$ cat config.mk
export PLATFORM = sky130hd
export DESIGN_NAME = odd_harmonic_analyzer
export DESIGN_NICKNAME = d
export VERILOG_FILES = /design/src/rtl/ohsa_pkg.sv /design/src/rtl/ohsa_sine_rom.sv /design/src/rtl/ohsa_mac_bank.sv /design/src/rtl/ohsa_gain_ramp.sv /design/src/rtl/ohsa_out_stage.sv /design/src/rtl/odd_harmonic_analyzer.sv
export SDC_FILE = /design/constraint.sdc
export NUM_CORES = 2
export LEC_CHECK = 0
export BUFFER_PORTS_ARGS = -buffer_cell sky130_fd_sc_hd__buf_2
export CAP_MARGIN = 20
export CORE_ASPECT_RATIO = 1.2
export CORE_MARGIN = 5
export CORE_UTILIZATION = 55
export CTS_BUF_LIST = sky130_fd_sc_hd__clkbuf_8
export CTS_CLUSTER_DIAMETER = 200
export DETAILED_ROUTE_END_ITERATION = 8
export GPL_ROUTABILITY_DRIVEN = 1
export GPL_TIMING_DRIVEN = 0
export PLACE_DENSITY_LB_ADDON = 0.12
export SLEW_MARGIN = 0
export SYNTH_ARGS = -nofsm -noshare
export SYNTH_HDL_FRONTEND = slang
export SYNTH_SLANG_ARGS = --single-unit
$ cat constraint.sdc
create_clock -name clk_i -period 26.1 [get_ports clk_i]
set_input_delay 3.915 -clock clk_i [delete_from_list [all_inputs] [get_ports clk_i]]
set_output_delay 3.915 -clock clk_i [all_outputs]
set_load 0.01 [all_outputs]
$ cat src/rtl/ohsa_pkg.sv
package ohsa_pkg;
  typedef enum logic [1:0] {
    ST_IDLE = 2'd0,
    ST_MAC  = 2'd1,
    ST_FIN  = 2'd2
  } ohsa_st_e;

  // channel j analyses overtone 2j+3
  function automatic int ovt_order(input int ch);
    return 2 * ch + 3;
  endfunction
endpackage

$ cat src/rtl/ohsa_sine_rom.sv
module ohsa_sine_rom #(
  parameter  int LEN   = 32,
  parameter  int ROM_W = 10,
  localparam int AW    = $clog2(LEN)
) (
  input  logic        [AW-1:0]    addr_i,
  output logic signed [ROM_W-1:0] data_o
);
  localparam real TWO_PI = 6.283185307179586;
  localparam int  PEAK   = 2 ** (ROM_W - 1) - 1;

  logic signed [ROM_W-1:0] tab [LEN];

  for (genvar i = 0; i < LEN; i++) begin : g_tab
    localparam int VAL = $rtoi($floor(real'(PEAK) * $sin(TWO_PI * real'(i) / real'(LEN)) + 0.5));
    assign tab[i] = ROM_W'(VAL);
  end

  assign data_o = (int'(addr_i) < LEN) ? tab[addr_i] : '0;
endmodule

$ cat src/rtl/ohsa_mac_bank.sv
module ohsa_mac_bank
  import ohsa_pkg::*;
#(
  parameter  int LEN      = 32,
  parameter  int NUM_OVT  = 7,
  parameter  int SAMPLE_W = 12,
  parameter  int ROM_W    = 10,
  localparam int AW       = $clog2(LEN),
  localparam int SW       = (NUM_OVT > 1) ? $clog2(NUM_OVT) : 1,
  localparam int ACC_W    = SAMPLE_W + ROM_W + AW
) (
  input  logic                       clk_i,
  input  logic                       rst_ni,
  input  logic                       step_en_i,
  input  logic [SW-1:0]              step_i,
  input  logic                       restart_i,
  input  logic                       clr_i,
  input  logic signed [SAMPLE_W-1:0] smp_i,
  output logic [NUM_OVT*ACC_W-1:0]   acc_o
);
  localparam int PW = SAMPLE_W + ROM_W;

  logic [AW:0]              ph_all [NUM_OVT];
  logic [AW-1:0]            ph_sel;
  logic [AW-1:0]            rom_addr;
  logic signed [ROM_W-1:0]  rom_val;
  logic signed [PW-1:0]     prod;
  logic signed [ACC_W-1:0]  prod_x;

  always_comb begin
    ph_sel = '0;
    for (int j = 0; j < NUM_OVT; j++) begin
      if (int'(step_i) == j) ph_sel = ph_all[j][AW-1:0];
    end
  end

  // sample 0 always hits sin(0)
  assign rom_addr = restart_i ? '0 : ph_sel;

  ohsa_sine_rom #(
    .LEN  (LEN),
    .ROM_W(ROM_W)
  ) u_rom (
    .addr_i(rom_addr),
    .data_o(rom_val)
  );

  assign prod   = smp_i * rom_val;
  assign prod_x = ACC_W'(prod);

  for (genvar j = 0; j < NUM_OVT; j++) begin : g_ch
    localparam int N = ovt_order(j);

    logic signed [ACC_W-1:0] acc_q;
    logic [AW:0]             ph_q;
    logic [AW:0]             ph_base;
    logic [AW:0]             ph_sum;
    logic                    hit;

    assign hit     = step_en_i && (int'(step_i) == j);
    assign ph_base = restart_i ? '0 : ph_q;
    assign ph_sum  = ph_base + (AW + 1)'(N % LEN);

    always_ff @(posedge clk_i or negedge rst_ni) begin
      if (!rst_ni) begin
        acc_q <= '0;
        ph_q  <= '0;
      end else if (clr_i) begin
        acc_q <= '0;
        ph_q  <= '0;
      end else if (hit) begin
        acc_q <= (restart_i ? '0 : acc_q) + prod_x;
        ph_q  <= (int'(ph_sum) >= LEN) ? ph_sum - (AW + 1)'(LEN) : ph_sum;
      end
    end

    assign ph_all[j]                 = ph_q;
    assign acc_o[j*ACC_W +: ACC_W]   = acc_q;
  end
endmodule

$ cat src/rtl/ohsa_gain_ramp.sv
module ohsa_gain_ramp #(
  parameter int GAIN_W    = 8,
  parameter int GAIN_STEP = 16
) (
  input  logic              clk_i,
  input  logic              rst_ni,
  input  logic              enable_i,
  input  logic              adv_i,
  input  logic [GAIN_W-1:0] tgt_i,
  output logic [GAIN_W-1:0] gain_o,
  output logic [GAIN_W-1:0] gain_eff_o
);
  logic [GAIN_W:0]   sum;
  logic [GAIN_W-1:0] nxt;

  assign sum        = {1'b0, gain_o} + (GAIN_W + 1)'(GAIN_STEP);
  assign nxt        = (sum > {1'b0, tgt_i}) ? tgt_i : sum[GAIN_W-1:0];
  assign gain_eff_o = enable_i ? nxt : '0;

  always_ff @(posedge clk_i or negedge rst_ni) begin
    if (!rst_ni)        gain_o <= '0;
    else if (!enable_i) gain_o <= '0;
    else if (adv_i)     gain_o <= nxt;
  end
endmodule

$ cat src/rtl/ohsa_out_stage.sv
module ohsa_out_stage #(
  parameter int NUM_OVT = 7,
  parameter int ACC_W   = 27,
  parameter int GAIN_W  = 8,
  parameter int OUT_W   = 16,
  parameter int SHIFT   = 14,
  parameter int SEL_W   = 3
) (
  input  logic                     clk_i,
  input  logic                     rst_ni,
  input  logic                     cap_i,
  input  logic [GAIN_W-1:0]        gain_i,
  input  logic                     sel_all_i,
  input  logic [SEL_W-1:0]         sel_idx_i,
  input  logic [NUM_OVT*ACC_W-1:0] acc_i,
  output logic [NUM_OVT*OUT_W-1:0] amp_o,
  output logic                     done_o
);
  localparam int     PW   = ACC_W + GAIN_W + 1;
  localparam longint HI_L = (longint'(1) <<< (OUT_W - 1)) - 1;
  localparam logic signed [PW-1:0] HI = PW'(HI_L);
  localparam logic signed [PW-1:0] LO = PW'(-HI_L - 1);

  for (genvar j = 0; j < NUM_OVT; j++) begin : g_ch
    logic signed [PW-1:0]    p;
    logic signed [PW-1:0]    sh;
    logic        [OUT_W-1:0] sat;
    logic        [OUT_W-1:0] amp_q;
    logic                    keep;

    assign p    = PW'($signed(acc_i[j*ACC_W +: ACC_W])) * $signed({{(PW - GAIN_W){1'b0}}, gain_i});
    assign sh   = p >>> SHIFT;
    assign sat  = (sh > HI) ? HI[OUT_W-1:0] : (sh < LO) ? LO[OUT_W-1:0] : sh[OUT_W-1:0];
    assign keep = sel_all_i || (int'(sel_idx_i) == j);

    always_ff @(posedge clk_i or negedge rst_ni) begin
      if (!rst_ni)    amp_q <= '0;
      else if (cap_i) amp_q <= keep ? sat : '0;
    end

    assign amp_o[j*OUT_W +: OUT_W] = amp_q;
  end

  always_ff @(posedge clk_i or negedge rst_ni) begin
    if (!rst_ni) done_o <= 1'b0;
    else         done_o <= cap_i;
  end
endmodule

$ cat src/rtl/odd_harmonic_analyzer.sv
module odd_harmonic_analyzer
  import ohsa_pkg::*;
#(
  parameter  int FRAME_LEN = 32,
  parameter  int NUM_OVT   = 7,
  parameter  int SAMPLE_W  = 12,
  parameter  int ROM_W     = 10,
  parameter  int GAIN_W    = 8,
  parameter  int GAIN_STEP = 16,
  parameter  int OUT_W     = 16,
  parameter  int OUT_SHIFT = 14,
  localparam int SEL_W     = $clog2(NUM_OVT + 1)
) (
  input  logic                       clk_i,
  input  logic                       rst_ni,
  input  logic                       smp_valid_i,
  input  logic                       smp_first_i,
  input  logic signed [SAMPLE_W-1:0] smp_i,
  input  logic                       enable_i,
  input  logic [GAIN_W-1:0]          gain_tgt_i,
  input  logic                       sel_all_i,
  input  logic [SEL_W-1:0]           sel_idx_i,
  output logic [NUM_OVT*OUT_W-1:0]   amp_o,
  output logic                       done_o
);
  localparam int AW    = $clog2(FRAME_LEN);
  localparam int SW    = (NUM_OVT > 1) ? $clog2(NUM_OVT) : 1;
  localparam int ACC_W = SAMPLE_W + ROM_W + AW;

  ohsa_st_e                  st_q;
  logic [SW-1:0]             step_q;
  logic [AW-1:0]             cnt_q;
  logic [AW-1:0]             idx_now;
  logic signed [SAMPLE_W-1:0] smp_q;
  logic                      restart_q;
  logic                      last_q;
  logic                      last_now;
  logic                      step_last;
  logic                      fin;
  logic [GAIN_W-1:0]         gain_cur;
  logic [GAIN_W-1:0]         gain_eff;
  logic [NUM_OVT*ACC_W-1:0]  acc_flat;

  assign idx_now   = smp_first_i ? '0 : cnt_q;
  assign last_now  = (int'(idx_now) == FRAME_LEN - 1);
  assign step_last = (int'(step_q) == NUM_OVT - 1);
  assign fin       = (st_q == ST_FIN);

  always_ff @(posedge clk_i or negedge rst_ni) begin
    if (!rst_ni) begin
      st_q      <= ST_IDLE;
      step_q    <= '0;
      cnt_q     <= '0;
      smp_q     <= '0;
      restart_q <= 1'b0;
      last_q    <= 1'b0;
    end else begin
      case (st_q)
        ST_IDLE: begin
          if (smp_valid_i) begin
            smp_q     <= smp_i;
            restart_q <= smp_first_i;
            last_q    <= last_now;
            cnt_q     <= last_now ? '0 : idx_now + AW'(1);
            step_q    <= '0;
            st_q      <= ST_MAC;
          end
        end
        ST_MAC: begin
          step_q <= step_q + SW'(1);
          if (step_last) st_q <= last_q ? ST_FIN : ST_IDLE;
        end
        default: st_q <= ST_IDLE;
      endcase
    end
  end

  ohsa_mac_bank #(
    .LEN     (FRAME_LEN),
    .NUM_OVT (NUM_OVT),
    .SAMPLE_W(SAMPLE_W),
    .ROM_W   (ROM_W)
  ) u_mac (
    .clk_i    (clk_i),
    .rst_ni   (rst_ni),
    .step_en_i(st_q == ST_MAC),
    .step_i   (step_q),
    .restart_i(restart_q),
    .clr_i    (fin),
    .smp_i    (smp_q),
    .acc_o    (acc_flat)
  );

  ohsa_gain_ramp #(
    .GAIN_W   (GAIN_W),
    .GAIN_STEP(GAIN_STEP)
  ) u_gain (
    .clk_i     (clk_i),
    .rst_ni    (rst_ni),
    .enable_i  (enable_i),
    .adv_i     (fin),
    .tgt_i     (gain_tgt_i),
    .gain_o    (gain_cur),
    .gain_eff_o(gain_eff)
  );

  ohsa_out_stage #(
    .NUM_OVT(NUM_OVT),
    .ACC_W  (ACC_W),
    .GAIN_W (GAIN_W),
    .OUT_W  (OUT_W),
    .SHIFT  (OUT_SHIFT),
    .SEL_W  (SEL_W)
  ) u_out (
    .clk_i    (clk_i),
    .rst_ni   (rst_ni),
    .cap_i    (fin),
    .gain_i   (gain_eff),
    .sel_all_i(sel_all_i),
    .sel_idx_i(sel_idx_i),
    .acc_i    (acc_flat),
    .amp_o    (amp_o),
    .done_o   (done_o)
  );
endmodule

==> impl_metrics.yaml <==
status:
  status: "completed"
routing:
  ant_nets: 0
  wirelength_um: 250000
  wl_per_cell_um: 21.3
  firstDrtPassIters: 5
  drc: 0
  vias_per_cell: 5.70
  vias: 66900
  drt_iter0_markers: 4918
global_route:
  track_usage: 0.324
  grt_remaining_overflow: 0
  grt_use_met1: 0.396
  first_global_vias: 69400
  grt_pass1_wl_um: 390000
  grt.busiest_layer: "met2"
  use_met3: 0.0573
  grt_max_degree: 105
  antenna_found_initial: 15
  grtUsageMet2: 0.539
cts:
  ctsResizeCount: 0
  cts_max_level: 3
  clkTransAtPathRegs_ps: 60
  clock_sinks: 369
  clock_path_buffers: 3
  cts-root-buf: "clkbuf_8"
  numCtsBuffers: 79
  clkLatencyLatePin_ps: 840
  cts_hold_buf: 0
  cts_tree: "built"
  post_cts_buffers: 0
critical_path:
  worstPathArrival_ps: 15250
  start_kind: "input pin"
  worstSetupPathType: "input pin to flip-flop"
  path_max_fanout: 10
  crit_start: "gain_tgt_i[6]"
  slowest_stage: "clkbuf_1"
  reg2reg_depth: 42
  reg2reg_from: "step_q[2]"
  crit_required_ps: 26800
  reg2reg_slack_ps: 12060
  crit_path_end_kind: "flip-flop"
  cpPeakStageDelay_ps: 950
  worstReg2RegEnd: "u_mac.g_ch[0].acc_q[26]"
timing:
  tightest_slew_ps: 1280
  max_freq_mhz: 68.7
  skew_ps: 76.4
  setup-tns-final_ps: 0
  relSlewSlack: 0.149
  timing.final.crit_share: 0.557
  setup_viol_count_final: 0
  finalCriticalPeriod_ps: 14550
  rsz0062_at_grt: "no"
  final-hold-violation-count: 0
  slew_violations: 0
die:
  fp.dieArea_mm2: 0.155
  core_area_mm2: 0.146
  rows: 154
  start_util: 0.551
  ioPinCount: 142
  die_h_um: 430
  die_w_um: 360
hold_path:
  min_to: "u_out.g_ch[5].amp_q[13]"
  hold_depth: 2
  hp-start: "u_out.g_ch[5].amp_q[13]"
  worstHoldPathType: "flip-flop to flip-flop"
synth:
  seq_area_frac_synth: 0.114
  synth_edf_count: 0
  synth.distinct_cells: 107
  ys_ff_latch: 369
  netlist_area_mm2: 0.0807
  async_flop_share: 1.00
  synthFlopType: "dfrtp_1"
  synth_warnings: 0
  syn-num-nets: 11500
  syn_area_per_cell_um2: 8.55
  syn_inst: 9445
finish:
  final_cells: 11700
  final_cell_mix: "inv_1, fa_1, nand2_1"
  syn2layout_area_growth_pct: 7.34
  final_common_cell: "inv_1"
  drive_gt1_frac: 0.0478
  nets: 11800
placed_design:
  dp_cells: 11600
  globalplace.congestion: 0.950
  detailed_place_hpwl_um: 201000
  port_buffers: 140
flow_run:
  maxCapViolations: 0
kinds of logic (layout without fill, tap and decap cells):
kind of cell	after synthesis	count (layout)	share of synthesized area
and+or+nand+nor	2970	2970	0.190
buffers and inverters	2245	2573	0.105
adders and majority gates	2026	2026	0.433
AOI/OAI and AO/OA	1442	1442	0.114
DFF	369	369	0.114
xor gates and xnor gates	361	361	0.0393
muxes	32	32	0.00420
other	0	11	0
synthesized netlist by cell type, types with 210 or more instances:
cell type,instances,share of area
a21oi_1,425,0.026
and2_1,797,0.062
and3_1,221,0.017
clkbuf_1,355,0.017
dfrtp_1,369,0.11
fa_1,1283,0.32
ha_1,743,0.12
inv_1,1704,0.079
nand2_1,957,0.044
nand3_1,249,0.015
nor2_1,230,0.011
nor2b_1,246,0.019
o21ai_0,377,0.023
xnor2_1,210,0.023
area by class of cell:
cell class	count	area (um2)
antenna	11	27.5
buffer	538	2080
clock buffer	97	1340
clock inverter	45	448
fill	13300	59800
inverter	1707	6410
multi-input combinational	6831	63200
sequential	369	9230
tap	1950	2440
timing repair buffer	186	1510
how the worst max path moves through the flow:
stage	slack, ps	endpoint
6_report	11550	u_out.g_ch[1].amp_q[7]
4_1_cts	11910	u_out.g_ch[1].amp_q[7]
3_5_place_dp	11100	u_out.g_ch[1].amp_q[10]
5_1_grt	11380	u_out.g_ch[1].amp_q[7]
2_1_floorplan	14500	u_out.g_ch[1].amp_q[11]
3_3_place_gp	9340	u_out.g_ch[0].amp_q[9]
sequential cells by signal (all words and copies together) (netlist names):
register,cells
u_out.g_ch.amp_q,112
last_q,1
step_q,3
u_mac.g_ch.acc_q,189
u_out.done_o,1
u_mac.g_ch.ph_q,35
cnt_q,5
restart_q,1
st_q,2
smp_q,12
u_gain.gain_o,8
critical path: cells and delay by family:
kind / cells / cell delay, ps
compound gates: 10 / 2820
mux: 1 / 250
fa+ha+maj: 6 / 2610
xor+xnor: 1 / 710
buf+inv: 9 / 3100
simple gates: 6 / 1770
metal layers:
metal,vias up,part of all wire,routed length (um)
li1,30300,-,-
met1,33500,0.38,95600
met5,-,0.00014,34
met4,4,0.070,17400
met2,2398,0.47,117000
met3,683,0.078,19500
stage by stage:
stage / hold slack (ps) / util / area, um2 / worst slack [ps]
global placement: 455 / 0.573 / 83900 / 9340
global route: 517 / 0.592 / 86700 / 11380
floorplan: 440 / - / 80700 / 14500
detailed placement: 465 / 0.579 / 84800 / 11100
CTS: 478 / 0.591 / 86600 / 11910
finish: 470 / 0.592 / 86700 / 11550
Power is left out: the tool's default activity adds up to more than one toggle a clock period on the data nets, which glitch-free logic cannot reach.
